$ cat config.mk
export PLATFORM = sky130hd
export DESIGN_NAME = ata_pio_timer
export DESIGN_NICKNAME = d
export VERILOG_FILES = /design/src/rtl/ata_pio_pkg.sv /design/src/rtl/pio_cfg_bank.sv /design/src/rtl/pio_ctrl.sv /design/src/rtl/pio_datapath.sv /design/src/rtl/ata_pio_timer.sv
export SDC_FILE = /design/constraint.sdc
export NUM_CORES = 1
export LEC_CHECK = 0
export BUFFER_PORTS_ARGS = -buffer_cell sky130_fd_sc_hd__buf_2
export CORE_MARGIN = 10
export CORE_UTILIZATION = 35
export DETAILED_ROUTE_END_ITERATION = 16
export PLACE_DENSITY_LB_ADDON = 0.3
export SLEW_MARGIN = 15
export SYNTH_ARGS = -nofsm -noshare
export SYNTH_HDL_FRONTEND = slang
export SYNTH_SLANG_ARGS = --single-unit
$ cat constraint.sdc
create_clock -name clk -period 3.45 [get_ports clk]
set_clock_uncertainty 0.15 [all_clocks]
set_input_delay 0.345 -clock clk [delete_from_list [all_inputs] [get_ports clk]]
set_output_delay 0.345 -clock clk [all_outputs]
set_load 0.1 [all_outputs]
$ cat src/rtl/ata_pio_pkg.sv
package ata_pio_pkg;

  localparam int PIO_CNT_W = 4;
  localparam int PIO_BYTE_W = 2 * PIO_CNT_W;

  typedef enum logic [1:0] {
    PH_IDLE    = 2'd0,
    PH_SETUP   = 2'd1,
    PH_ACTIVE  = 2'd2,
    PH_RECOVER = 2'd3
  } pio_phase_e;

  // One device's timing set: setup count plus three strobe bytes
  // (upper nibble active count, lower nibble recovery count).
  typedef struct packed {
    logic [PIO_CNT_W-1:0]  setup;
    logic [PIO_BYTE_W-1:0] rd16;
    logic [PIO_BYTE_W-1:0] wr16;
    logic [PIO_BYTE_W-1:0] acc8;
  } pio_dev_timing_t;

  // Strobes from control to datapath.
  typedef struct packed {
    logic launch;    // request accepted this clock, latch fields
    logic busOn;     // address/chip select phase (setup + active)
    logic strobeOn;  // active phase, strobe asserted
    logic capture;   // last active clock, sample read data
  } pio_ctl_t;

endpackage

$ cat src/rtl/pio_cfg_bank.sv
module pio_cfg_bank
  import ata_pio_pkg::*;
#(
  parameter int CFG_ADDR_W = 8,
  parameter int CFG_DATA_W = 32,
  parameter int SETUP_OFS  = 'h48,
  parameter int STROBE_OFS = 'h4C,
  parameter int NARROW_OFS = 'h50
) (
  input  logic                    clk,
  input  logic                    rstN,
  input  logic                    cfgWrEn,
  input  logic [CFG_ADDR_W-1:0]   cfgAddr,
  input  logic [CFG_DATA_W/8-1:0] cfgByteEn,
  input  logic [CFG_DATA_W-1:0]   cfgWrData,
  output logic [CFG_DATA_W-1:0]   cfgRdData,
  output pio_dev_timing_t         masterTiming,
  output pio_dev_timing_t         slaveTiming
);

  localparam int WORD_W       = CFG_ADDR_W - 2;
  localparam int NUM_STROBE   = 4;
  localparam int NUM_NARROW   = 2;
  localparam logic [WORD_W-1:0] SETUP_WORD  = WORD_W'(SETUP_OFS >> 2);
  localparam logic [WORD_W-1:0] STROBE_WORD = WORD_W'(STROBE_OFS >> 2);
  localparam logic [WORD_W-1:0] NARROW_WORD = WORD_W'(NARROW_OFS >> 2);
  localparam logic [PIO_BYTE_W-1:0] SLOW_BYTE = '1;

  logic [PIO_BYTE_W-1:0] setupByte;
  logic [PIO_BYTE_W-1:0] strobeBytes [NUM_STROBE];
  logic [PIO_BYTE_W-1:0] narrowBytes [NUM_NARROW];

  logic aligned, hitSetup, hitStrobe, hitNarrow;

  assign aligned   = (cfgAddr[1:0] == 2'b00);
  assign hitSetup  = cfgWrEn && aligned && (cfgAddr[CFG_ADDR_W-1:2] == SETUP_WORD);
  assign hitStrobe = cfgWrEn && aligned && (cfgAddr[CFG_ADDR_W-1:2] == STROBE_WORD);
  assign hitNarrow = cfgWrEn && aligned && (cfgAddr[CFG_ADDR_W-1:2] == NARROW_WORD);

  always_ff @(posedge clk or negedge rstN) begin
    if (!rstN)                         setupByte <= SLOW_BYTE;
    else if (hitSetup && cfgByteEn[0]) setupByte <= cfgWrData[PIO_BYTE_W-1:0];
  end

  for (genvar b = 0; b < NUM_STROBE; b++) begin : g_strobe
    always_ff @(posedge clk or negedge rstN) begin
      if (!rstN)                          strobeBytes[b] <= SLOW_BYTE;
      else if (hitStrobe && cfgByteEn[b]) strobeBytes[b] <= cfgWrData[PIO_BYTE_W*b +: PIO_BYTE_W];
    end
  end

  for (genvar b = 0; b < NUM_NARROW; b++) begin : g_narrow
    always_ff @(posedge clk or negedge rstN) begin
      if (!rstN)                          narrowBytes[b] <= SLOW_BYTE;
      else if (hitNarrow && cfgByteEn[b]) narrowBytes[b] <= cfgWrData[PIO_BYTE_W*b +: PIO_BYTE_W];
    end
  end

  always_comb begin
    cfgRdData = '0;
    if (aligned) begin
      if (cfgAddr[CFG_ADDR_W-1:2] == SETUP_WORD) begin
        cfgRdData[PIO_BYTE_W-1:0] = setupByte;
      end else if (cfgAddr[CFG_ADDR_W-1:2] == STROBE_WORD) begin
        for (int b = 0; b < NUM_STROBE; b++)
          cfgRdData[PIO_BYTE_W*b +: PIO_BYTE_W] = strobeBytes[b];
      end else if (cfgAddr[CFG_ADDR_W-1:2] == NARROW_WORD) begin
        for (int b = 0; b < NUM_NARROW; b++)
          cfgRdData[PIO_BYTE_W*b +: PIO_BYTE_W] = narrowBytes[b];
      end
    end
  end

  assign masterTiming = '{setup: setupByte[PIO_CNT_W-1:0],
                          rd16:  strobeBytes[0],
                          wr16:  strobeBytes[1],
                          acc8:  narrowBytes[0]};
  assign slaveTiming  = '{setup: setupByte[PIO_BYTE_W-1:PIO_CNT_W],
                          rd16:  strobeBytes[2],
                          wr16:  strobeBytes[3],
                          acc8:  narrowBytes[1]};


  setup_hold_chk: assert property (@(posedge clk) disable iff (!rstN)
    !(hitSetup && cfgByteEn[0]) |=> $stable(setupByte));


  strobe_be_chk: assert property (@(posedge clk) disable iff (!rstN)
    !(hitStrobe && cfgByteEn[1]) |=> $stable(strobeBytes[1]));

endmodule

$ cat src/rtl/pio_ctrl.sv
module pio_ctrl
  import ata_pio_pkg::*;
(
  input  logic            clk,
  input  logic            rstN,
  input  logic            reqValid,
  input  logic            reqDev,
  input  logic            reqWrite,
  input  logic            reqWide,
  input  pio_dev_timing_t masterTiming,
  input  pio_dev_timing_t slaveTiming,
  output logic            reqReady,
  output pio_ctl_t        ctl
);

  localparam logic [PIO_CNT_W-1:0] SLOW_CNT = '1;

  pio_phase_e            phase;
  logic [PIO_CNT_W-1:0]  cnt;
  logic [PIO_CNT_W-1:0]  activeLat;
  logic [PIO_CNT_W-1:0]  recoverLat;
  pio_dev_timing_t       selSet;
  logic [PIO_BYTE_W-1:0] selByte;
  logic                  lastTick;
  logic                  accept;

  always_comb begin
    selSet  = reqDev ? slaveTiming : masterTiming;
    selByte = reqWide ? (reqWrite ? selSet.wr16 : selSet.rd16) : selSet.acc8;
  end

  assign lastTick = (cnt == '0);
  assign reqReady = (phase == PH_IDLE);
  assign accept   = reqValid && reqReady;

  always_ff @(posedge clk or negedge rstN) begin
    if (!rstN) begin
      phase      <= PH_IDLE;
      cnt        <= '0;
      activeLat  <= SLOW_CNT;
      recoverLat <= SLOW_CNT;
    end else begin
      unique case (phase)
        PH_IDLE: begin
          if (reqValid) begin
            phase      <= PH_SETUP;
            cnt        <= selSet.setup;
            activeLat  <= selByte[PIO_BYTE_W-1:PIO_CNT_W];
            recoverLat <= selByte[PIO_CNT_W-1:0];
          end
        end
        PH_SETUP: begin
          if (lastTick) begin
            phase <= PH_ACTIVE;
            cnt   <= activeLat;
          end else begin
            cnt <= cnt - 1'b1;
          end
        end
        PH_ACTIVE: begin
          if (lastTick) begin
            phase <= PH_RECOVER;
            cnt   <= recoverLat;
          end else begin
            cnt <= cnt - 1'b1;
          end
        end
        PH_RECOVER: begin
          if (lastTick) phase <= PH_IDLE;
          else          cnt   <= cnt - 1'b1;
        end
        default: phase <= PH_IDLE;
      endcase
    end
  end

  always_comb begin
    ctl.launch   = accept;
    ctl.busOn    = (phase == PH_SETUP) || (phase == PH_ACTIVE);
    ctl.strobeOn = (phase == PH_ACTIVE);
    ctl.capture  = (phase == PH_ACTIVE) && lastTick;
  end


  busy_after_accept_chk: assert property (@(posedge clk) disable iff (!rstN)
    accept |=> !reqReady);


  strobe_after_setup_chk: assert property (@(posedge clk) disable iff (!rstN)
    $rose(ctl.strobeOn) |-> $past(phase) == PH_SETUP);


  idle_from_recover_chk: assert property (@(posedge clk) disable iff (!rstN)
    $rose(reqReady) |-> $past(phase) == PH_RECOVER);

endmodule

$ cat src/rtl/pio_datapath.sv
module pio_datapath
  import ata_pio_pkg::*;
#(
  parameter int DATA_W = 16,
  parameter int ADDR_W = 3
) (
  input  logic              clk,
  input  logic              rstN,
  input  pio_ctl_t          ctl,
  input  logic              reqWrite,
  input  logic              reqWide,
  input  logic              reqCtl,
  input  logic [ADDR_W-1:0] reqAddr,
  input  logic [DATA_W-1:0] reqWrData,
  input  logic [DATA_W-1:0] ataDataIn,
  output logic [ADDR_W-1:0] ataAddr,
  output logic              ataCs0N,
  output logic              ataCs1N,
  output logic              ataDiorN,
  output logic              ataDiowN,
  output logic [DATA_W-1:0] ataDataOut,
  output logic              ataDataOe,
  output logic              doneValid,
  output logic [DATA_W-1:0] doneData
);

  localparam int NARROW_W = DATA_W / 2;

  logic              writeLat, wideLat, ctlLat;
  logic [ADDR_W-1:0] addrLat;
  logic [DATA_W-1:0] dataLat;
  logic [DATA_W-1:0] readValue;

  always_ff @(posedge clk or negedge rstN) begin
    if (!rstN) begin
      writeLat <= 1'b0;
      wideLat  <= 1'b0;
      ctlLat   <= 1'b0;
      addrLat  <= '0;
      dataLat  <= '0;
    end else if (ctl.launch) begin
      writeLat <= reqWrite;
      wideLat  <= reqWide;
      ctlLat   <= reqCtl;
      addrLat  <= reqAddr;
      dataLat  <= reqWrData;
    end
  end

  always_comb begin
    if (writeLat)     readValue = '0;
    else if (wideLat) readValue = ataDataIn;
    else              readValue = {{(DATA_W-NARROW_W){1'b0}}, ataDataIn[NARROW_W-1:0]};
  end

  always_ff @(posedge clk or negedge rstN) begin
    if (!rstN) begin
      doneValid <= 1'b0;
      doneData  <= '0;
    end else begin
      doneValid <= ctl.capture;
      if (ctl.capture) doneData <= readValue;
    end
  end

  assign ataAddr    = ctl.busOn ? addrLat : '0;
  assign ataCs0N    = !(ctl.busOn && !ctlLat);
  assign ataCs1N    = !(ctl.busOn && ctlLat);
  assign ataDiorN   = !(ctl.strobeOn && !writeLat);
  assign ataDiowN   = !(ctl.strobeOn && writeLat);
  assign ataDataOut = dataLat;
  assign ataDataOe  = ctl.busOn && writeLat;


  strobe_excl_chk: assert property (@(posedge clk) disable iff (!rstN)
    !(!ataDiorN && !ataDiowN));


  strobe_cs_chk: assert property (@(posedge clk) disable iff (!rstN)
    (!ataDiorN || !ataDiowN) |-> (ataCs0N != ataCs1N));


  no_contention_chk: assert property (@(posedge clk) disable iff (!rstN)
    !ataDiorN |-> !ataDataOe);


  write_lead_chk: assert property (@(posedge clk) disable iff (!rstN)
    $fell(ataDiowN) |-> ataDataOe && $past(ataDataOe));


  done_pulse_chk: assert property (@(posedge clk) disable iff (!rstN)
    doneValid |=> !doneValid);

endmodule

$ cat src/rtl/ata_pio_timer.sv
module ata_pio_timer
  import ata_pio_pkg::*;
#(
  parameter int CFG_ADDR_W = 8,
  parameter int CFG_DATA_W = 32,
  parameter int DATA_W     = 16,
  parameter int ADDR_W     = 3
) (
  input  logic                    clk,
  input  logic                    rstN,
  input  logic                    cfgWrEn,
  input  logic [CFG_ADDR_W-1:0]   cfgAddr,
  input  logic [CFG_DATA_W/8-1:0] cfgByteEn,
  input  logic [CFG_DATA_W-1:0]   cfgWrData,
  output logic [CFG_DATA_W-1:0]   cfgRdData,
  input  logic                    reqValid,
  output logic                    reqReady,
  input  logic                    reqDev,
  input  logic                    reqWrite,
  input  logic                    reqWide,
  input  logic                    reqCtl,
  input  logic [ADDR_W-1:0]       reqAddr,
  input  logic [DATA_W-1:0]       reqWrData,
  output logic                    doneValid,
  output logic [DATA_W-1:0]       doneData,
  output logic [ADDR_W-1:0]       ataAddr,
  output logic                    ataCs0N,
  output logic                    ataCs1N,
  output logic                    ataDiorN,
  output logic                    ataDiowN,
  output logic [DATA_W-1:0]       ataDataOut,
  output logic                    ataDataOe,
  input  logic [DATA_W-1:0]       ataDataIn
);

  pio_dev_timing_t masterTiming, slaveTiming;
  pio_ctl_t        ctl;

  pio_cfg_bank #(
    .CFG_ADDR_W(CFG_ADDR_W),
    .CFG_DATA_W(CFG_DATA_W)
  ) cfg_i (
    .clk(clk), .rstN(rstN),
    .cfgWrEn(cfgWrEn), .cfgAddr(cfgAddr), .cfgByteEn(cfgByteEn),
    .cfgWrData(cfgWrData), .cfgRdData(cfgRdData),
    .masterTiming(masterTiming), .slaveTiming(slaveTiming)
  );

  pio_ctrl ctrl_i (
    .clk(clk), .rstN(rstN),
    .reqValid(reqValid), .reqDev(reqDev), .reqWrite(reqWrite), .reqWide(reqWide),
    .masterTiming(masterTiming), .slaveTiming(slaveTiming),
    .reqReady(reqReady), .ctl(ctl)
  );

  pio_datapath #(
    .DATA_W(DATA_W),
    .ADDR_W(ADDR_W)
  ) dp_i (
    .clk(clk), .rstN(rstN), .ctl(ctl),
    .reqWrite(reqWrite), .reqWide(reqWide), .reqCtl(reqCtl),
    .reqAddr(reqAddr), .reqWrData(reqWrData), .ataDataIn(ataDataIn),
    .ataAddr(ataAddr), .ataCs0N(ataCs0N), .ataCs1N(ataCs1N),
    .ataDiorN(ataDiorN), .ataDiowN(ataDiowN),
    .ataDataOut(ataDataOut), .ataDataOe(ataDataOe),
    .doneValid(doneValid), .doneData(doneData)
  );

endmodule

==> impl_metrics.env, run 1 <==
export IMPL_outcome="complete, but fails checks"
export IMPL_violations="hold timing"
export IMPL_netlist_area_leader_share=0.316
export IMPL_post_cts_buffers=0
export IMPL_design_portCount=161
export IMPL_hold_worst_slack_ps=-20.3
export IMPL_post_cts_resize_count=0
export IMPL_syn2layout_area_growth_pct=29.2
export IMPL_timing_rr_end="dp_i.doneData[6]"
export IMPL_antenna_found_initial=0
export IMPL_clk_latency_ps=350
export IMPL_worst_slew_pin_slew_ps=901
export IMPL_hold_viol=38
export IMPL_netlist_area_sq_um=5330
export IMPL_instances_no_fill=770
export IMPL_layout_nets=670
export IMPL_place_congestion=0.811
export IMPL_drc=0
export IMPL_min_period_ps=2920
export IMPL_synthFlopType="dfstp_2"
export IMPL_track_usage=0.141
export IMPL_crit_chain="buf_2 -> or4b_4 -> or2_4 -> nor3_4 -> and2_1 -> buf_2"
export IMPL_via_per_inst=5.09
export IMPL_postSynthAreaPerCell_sq_um=12.6
export IMPL_postSynthCellCount=422
export IMPL_rrSetupSlack_ps=890
export IMPL_maxSlewHeadroom=0.399
export IMPL_finalSetupViolCount=0
export IMPL_hp_class="input port to asynchronous set/reset pin"
export IMPL_async_reset_ff_frac=1.00
export IMPL_synth_edff_count=0
export IMPL_synth_seq_area_share=0.527
export IMPL_synth_area_top_cells="dfstp_2 32%, dfrtp_1 21%, mux2_2 17%"
export IMPL_slowest_stage="or4b_4"
export IMPL_dp_hpwl_um=11300
export IMPL_critPathMaxStageDelay_ps=570
export IMPL_cp_start_kind="input port"
export IMPL_yosysUniqueCellTypes=43
export IMPL_core_area_sq_um=15000
export IMPL_critPathTopFamily="simple AND/OR/NAND/NOR gates"
export IMPL_yosysWarningCount=0
export IMPL_max_freq_ghz=0.343
export IMPL_cap_viol_max_count=0
export IMPL_grt_max_degree=71
export IMPL_mostFrequentLayoutCell="buf_2"
export IMPL_num_rows=45
export IMPL_power_w=0.00580
export IMPL_end_kind="output port"
export IMPL_insertedDiodeCount=0
export IMPL_leakage_nw=3.11
export IMPL_final_antenna_net_count=0
export IMPL_final_cell_mix="143 x buf_2, 79 x mux2_2, 64 x dfstp_2"
export IMPL_slew_violations=0
export IMPL_crit_top_cell="buf_2"
export IMPL_wirelength_um=14700
export IMPL_die_w_um=143
export IMPL_rsz0062_at_grt="no"
export IMPL_cts_max_level=3
export IMPL_ir_drop_mv=0.683
export IMPL_finalCritPeriodShare=0.846
export IMPL_rr_worst_depth=5
export IMPL_die_area_sq_um=20600
export IMPL_drive_gt1_frac=0.596
export IMPL_ys_seq_elements=109
export IMPL_drt_iter0_drc=142
export IMPL_grt_overflow=0
export IMPL_worstSetupPathType="input port to output port"
export IMPL_cts_tree="built"
export IMPL_grt_pass1_wl_um=22900
export IMPL_port_buffer_count=160
export IMPL_avgRoutedWirePerCell_um=19.1
export IMPL_p_per_area_nw_per_um2=843
export IMPL_fin_util=0.458
export IMPL_path_max_fanout=16
export IMPL_syn_num_nets=515
export IMPL_path_clk_slew_ps=70
export IMPL_cp_arrival_ps=2420
export IMPL_vias=3922
export IMPL_cp_required_ps=2950
export IMPL_cts_root_buffer="clkbuf_16"
export IMPL_yosys_area_top_type="dfstp_2"
export IMPL_crit_buf_inv=2
export IMPL_grt_pass1_vias=4301
export IMPL_die_h_um=143
export IMPL_hold_buffers=0
export IMPL_cts_sinks=109
export IMPL_cts_buffer_depth=2
export IMPL_r2r_start="ctrl_i.cnt[1]"
export IMPL_dp_cells=754
export IMPL_numCtsBuffers=9
export IMPL_start_util=0.354
export IMPL_setup_tns_ps=0
export IMPL_firstDrtPassIters=4
[cells by family after synthesis]
family / count (synthesis) / share of synthesized area
AND/OR/NAND/NOR: 101 / 0.109
AO/OA/AOI/OAI: 79 / 0.105
multiplexers: 99 / 0.223
buffers and inverters: 28 / 0.0216
adder cells (fa/ha/maj): 6 / 0.0141
flip-flops: 109 / 0.527
[layout make-up]
class	instances	area [sq um]
Timing Repair Buffer	165	1080
Sequential cell	109	2810
Inverter	7	26.3
Clock buffer	10	229
Tap cell	188	235
Fill cell	1391	8150
Multi-Input combinational cell	285	2420
Clock inverter	6	85.1
[worst reg2reg max path, stage by stage (launching register included)]
cell and delay (ps):
dfrtp_1 390, inv_1 110, ha_1 160, nor3b_1 580
nand2_1 640, a22o_1 430
[Yosys cell counts, types with 2 or more instances]
library cell  number
mux2_2            79
dfstp_2           64
dfrtp_1           45
nand2_1           32
nor2_1            24
and2_1            22
o21ai_0           21
a22oi_1           16
a21oi_1           14
clkbuf_1          13
mux2i_1           12
a22o_1            11
mux4_2             8
o2bb2ai_1          8
inv_1              7
ha_1               6
buf_2              4
nand3_1            4
nand2b_1           3
nand3_4            3
a31o_2             2
buf_1              2
nor2b_1            2
[per-layer routing]
metal  track usage  share of wire  vias to the layer above
met1         0.170           0.42                     1948
li1              -              -                     1838
met4        0.0430          0.014                        0
met2         0.234           0.49                      123
met5             0              0                        -
met3        0.0455          0.078                       13
[power by group]
| group | internal [W] | switching (W) | total, W |
|---|---|---|---|
| registers | 0.00157 | 0.000149 | 0.00172 |
| clock network | 0.000638 | 0.000466 | 0.00110 |
| logic | 0.000623 | 0.00235 | 0.00297 |
| total | 0.00283 | 0.00296 | 0.00580 |
[state kept, by name, summed over array words and instances, names as in the netlist]
signal and cells:
ctrl_i.cnt 4, ctrl_i.recoverLat 4, dp_i.writeLat 1, dp_i.doneData 16, dp_i.wideLat 1, dp_i.addrLat 3, ctrl_i.phase 2, dp_i.doneValid 1
cfg_i.masterTiming 24, dp_i.ctlLat 1, cfg_i.setupByte 8, cfg_i.slaveTiming 24, ctrl_i.activeLat 4, dp_i.ataDataOut 16
[through the flow]
step | area (sq um) | worst slack, ps
6_report | 6880 | 531
5_1_grt | 6880 | 388
4_1_cts | 6880 | 506
3_5_place_dp | 6570 | 507
3_3_place_gp | 6570 | 576
2_1_floorplan | 5340 | 126
[worst max path at each step]
stage	from	to	slack, ps	depth (start not counted)
2_1_floorplan	cfgAddr[5]	cfgRdData[0]	130	5
3_3_place_gp	cfgAddr[5]	cfgRdData[22]	580	6
3_5_place_dp	cfgAddr[5]	cfgRdData[23]	510	6
4_1_cts	cfgAddr[5]	cfgRdData[23]	510	6
5_1_grt	cfgAddr[5]	cfgRdData[16]	390	6
6_report	cfgAddr[5]	cfgRdData[16]	530	6
(Power assumes the default switching activity.)
==> inputs of run 2 (changes only) <==
- clock period: 3.45 -> 2.3 ns (I/O delays scaled with it)
==> run 2 against run 1 <==
The flow now finishes without violations. Combinational power is 57% higher. Sequential power is 50% higher. Wire length is 5.7% higher. Cell area is 19% higher. Critical path type unchanged. Largest power group unchanged.
==> impl_metrics.env, run 2 (synthesized netlist as in run 1, its figures left out) <==
export IMPL_cts_sinks=109
export IMPL_cp_arrival_ps=1890
export IMPL_r2r_start="ctrl_i.cnt[0]"
export IMPL_drt_iter0_drc=199
export IMPL_path_max_fanout=8
export IMPL_hold_path_depth=3
export IMPL_p_int_w=0.00436
export IMPL_min_to="cfg_i.slaveTiming[9]"
export IMPL_p_per_area_nw_per_um2=1080
export IMPL_grt_overflow=0
export IMPL_clk_latency_ps=350
export IMPL_hp_class="input port to flop"
export IMPL_drive_gt1_frac=0.591
export IMPL_grt_pass1_wl_um=24700
export IMPL_cts_max_level=3
export IMPL_numCtsBuffers=9
export IMPL_n_fill_cell=1250
export IMPL_crit_top_cell="buf_12"
export IMPL_worstHoldStart="cfgByteEn[3]"
export IMPL_rsz0062_at_grt="yes"
export IMPL_layout_nets=755
export IMPL_die_w_um=143
export IMPL_crit_buf_inv=3
export IMPL_maxSlewHeadroom=0.601
export IMPL_port_buffer_count=160
export IMPL_outcome="finished, final reports clean"
export IMPL_grt_max_degree=47
export IMPL_wirelength_um=15500
export IMPL_slowest_stage="or4b_4"
export IMPL_ir_drop_mv=0.654
export IMPL_rr_worst_depth=6
export IMPL_final_antenna_net_count=0
export IMPL_track_usage=0.152
export IMPL_cts_tree="built"
export IMPL_place_congestion=0.792
export IMPL_hold_viol=0
export IMPL_num_rows=45
export IMPL_timing_rr_end="ctrl_i.cnt[2]"
export IMPL_finalInstanceArea_sq_um=8190
export IMPL_clock_power_share=0.182
export IMPL_firstDrtPassIters=5
export IMPL_cap_viol_max_count=0
export IMPL_rrSetupSlack_ps=160
export IMPL_power_frac_comb=0.527
export IMPL_drc=0
export IMPL_design_portCount=161
export IMPL_core_area_sq_um=15000
export IMPL_grt_pass1_vias=4644
export IMPL_final_cell_mix="126 x buf_2, 79 x mux2_2, 69 x dlygate4sd3_1"
export IMPL_end_kind="output port"
export IMPL_syn2layout_area_growth_pct=53.8
export IMPL_mostFrequentLayoutCell="buf_2"
export IMPL_die_area_sq_um=20600
export IMPL_die_h_um=143
export IMPL_slew_violations=0
export IMPL_min_period_ps=2270
export IMPL_cts_root_buffer="clkbuf_16"
export IMPL_placed_cell_area_sq_um=7150
export IMPL_power_switching_w=0.00451
export IMPL_finalCritPeriodShare=0.986
export IMPL_dp_hpwl_um=11400
export IMPL_cp_required_ps=1920
export IMPL_finalSetupViolCount=0
export IMPL_cts_buffer_depth=2
export IMPL_crit_chain="buf_6 -> or4b_4 -> or2_4 -> nor4_4 -> buf_12 -> o2bb2ai_2 -> buf_12"
export IMPL_path_clk_slew_ps=70
export IMPL_leakage_nw=3.57
export IMPL_critPathMaxStageDelay_ps=560
export IMPL_vias=4233
export IMPL_via_per_inst=4.95
export IMPL_cp_start_kind="input port"
export IMPL_pwr_share_seq=0.291
export IMPL_fin_util=0.545
export IMPL_worstSetupPathType="input port to output port"
export IMPL_max_freq_ghz=0.441
export IMPL_start_util=0.354
export IMPL_critPathTopFamily="simple AND/OR/NAND/NOR gates"
export IMPL_antenna_found_initial=0
export IMPL_avgRoutedWirePerCell_um=18.2
export IMPL_worst_slew_pin_slew_ps=598
export IMPL_insertedDiodeCount=0
export IMPL_sw_frac_of_total=0.509
==> run 2: cell types whose count changed in the layout (fill, tap and decap cells not counted), sizes merged, moves of 2 or more <==
cell / delta
dlygate4sd3: +69
clkinvlp: +2
clkbuf: +2
clkinv: -2
buf: +16
==> run 2: layer usage <==
layer | track usage | part of all wire
met1 | 0.177 | 0.42
met2 | 0.254 | 0.49
met3 | 0.0561 | 0.083
met4 | 0.0462 | 0.012
met5 | 0 | 0
==> run 2: power groups by stage <==
stage | Combinational (W) | Sequential, W | Clock [W]
2_1_floorplan | 0.00188 | 0.00443 | 0
3_3_place_gp | 0.00453 | 0.00259 | 0
3_5_place_dp | 0.00460 | 0.00262 | 0
4_1_cts | 0.00470 | 0.00258 | 0.00168
5_1_grt | 0.00492 | 0.00263 | 0.00175
6_report | 0.00467 | 0.00258 | 0.00162
==> run 2: per-stage QoR <==
stage          worst slack [ps]  power [W]  TNS (ps)  instances  hold slack, ps
2_1_floorplan              -199    0.00631     -1260        422            -216
3_3_place_gp               30.0    0.00712         0        769             122
3_5_place_dp               1.80    0.00722         0        769             132
4_1_cts                   0.449    0.00896         0        854             137
5_1_grt                   -38.0    0.00930      -135        855             146
6_report                   31.3    0.00888         0        855             151
==> run 2: area by class of cell <==
type                    instances  area (sq um)  share of cell area
well taps                     188           235              0.0287
clock buffers                  12           258              0.0315
inverters                       7          26.3             0.00321
clock inverters                 4          53.8             0.00657
multi-input cells             285          2600               0.317
repair buffers                250          2210               0.270
flip-flops and latches        109          2810               0.343
==> run 2: how the worst max path moves through the flow <==
stage	startpoint	endpoint	slack (ps)	cells past startpoint
finish	cfgAddr[5]	cfgRdData[0]	30	7
global route	cfgAddr[5]	cfgRdData[1]	-40	7
floorplan	cfgAddr[5]	cfgRdData[0]	-200	4
detailed placement	cfgAddr[5]	cfgRdData[20]	2	7
CTS	cfgAddr[5]	cfgRdData[20]	0.4	7
global placement	cfgAddr[5]	cfgRdData[19]	30	7
==> run 2: timing repair <==
action                                  4_1_cts  5_1_grt
buffers inserted                              0        1
endpoints found under the hold margin       125        0
endpoints found under the setup margin        0       24
hold buffers                                 69        0
gates resized for setup                       0        8
==> run 2: worst min-delay path, delay by kind of cell <==
kind          cells  cell delay (ps)
mux               1              160
buf+inv           1              110
simple gates      1              120
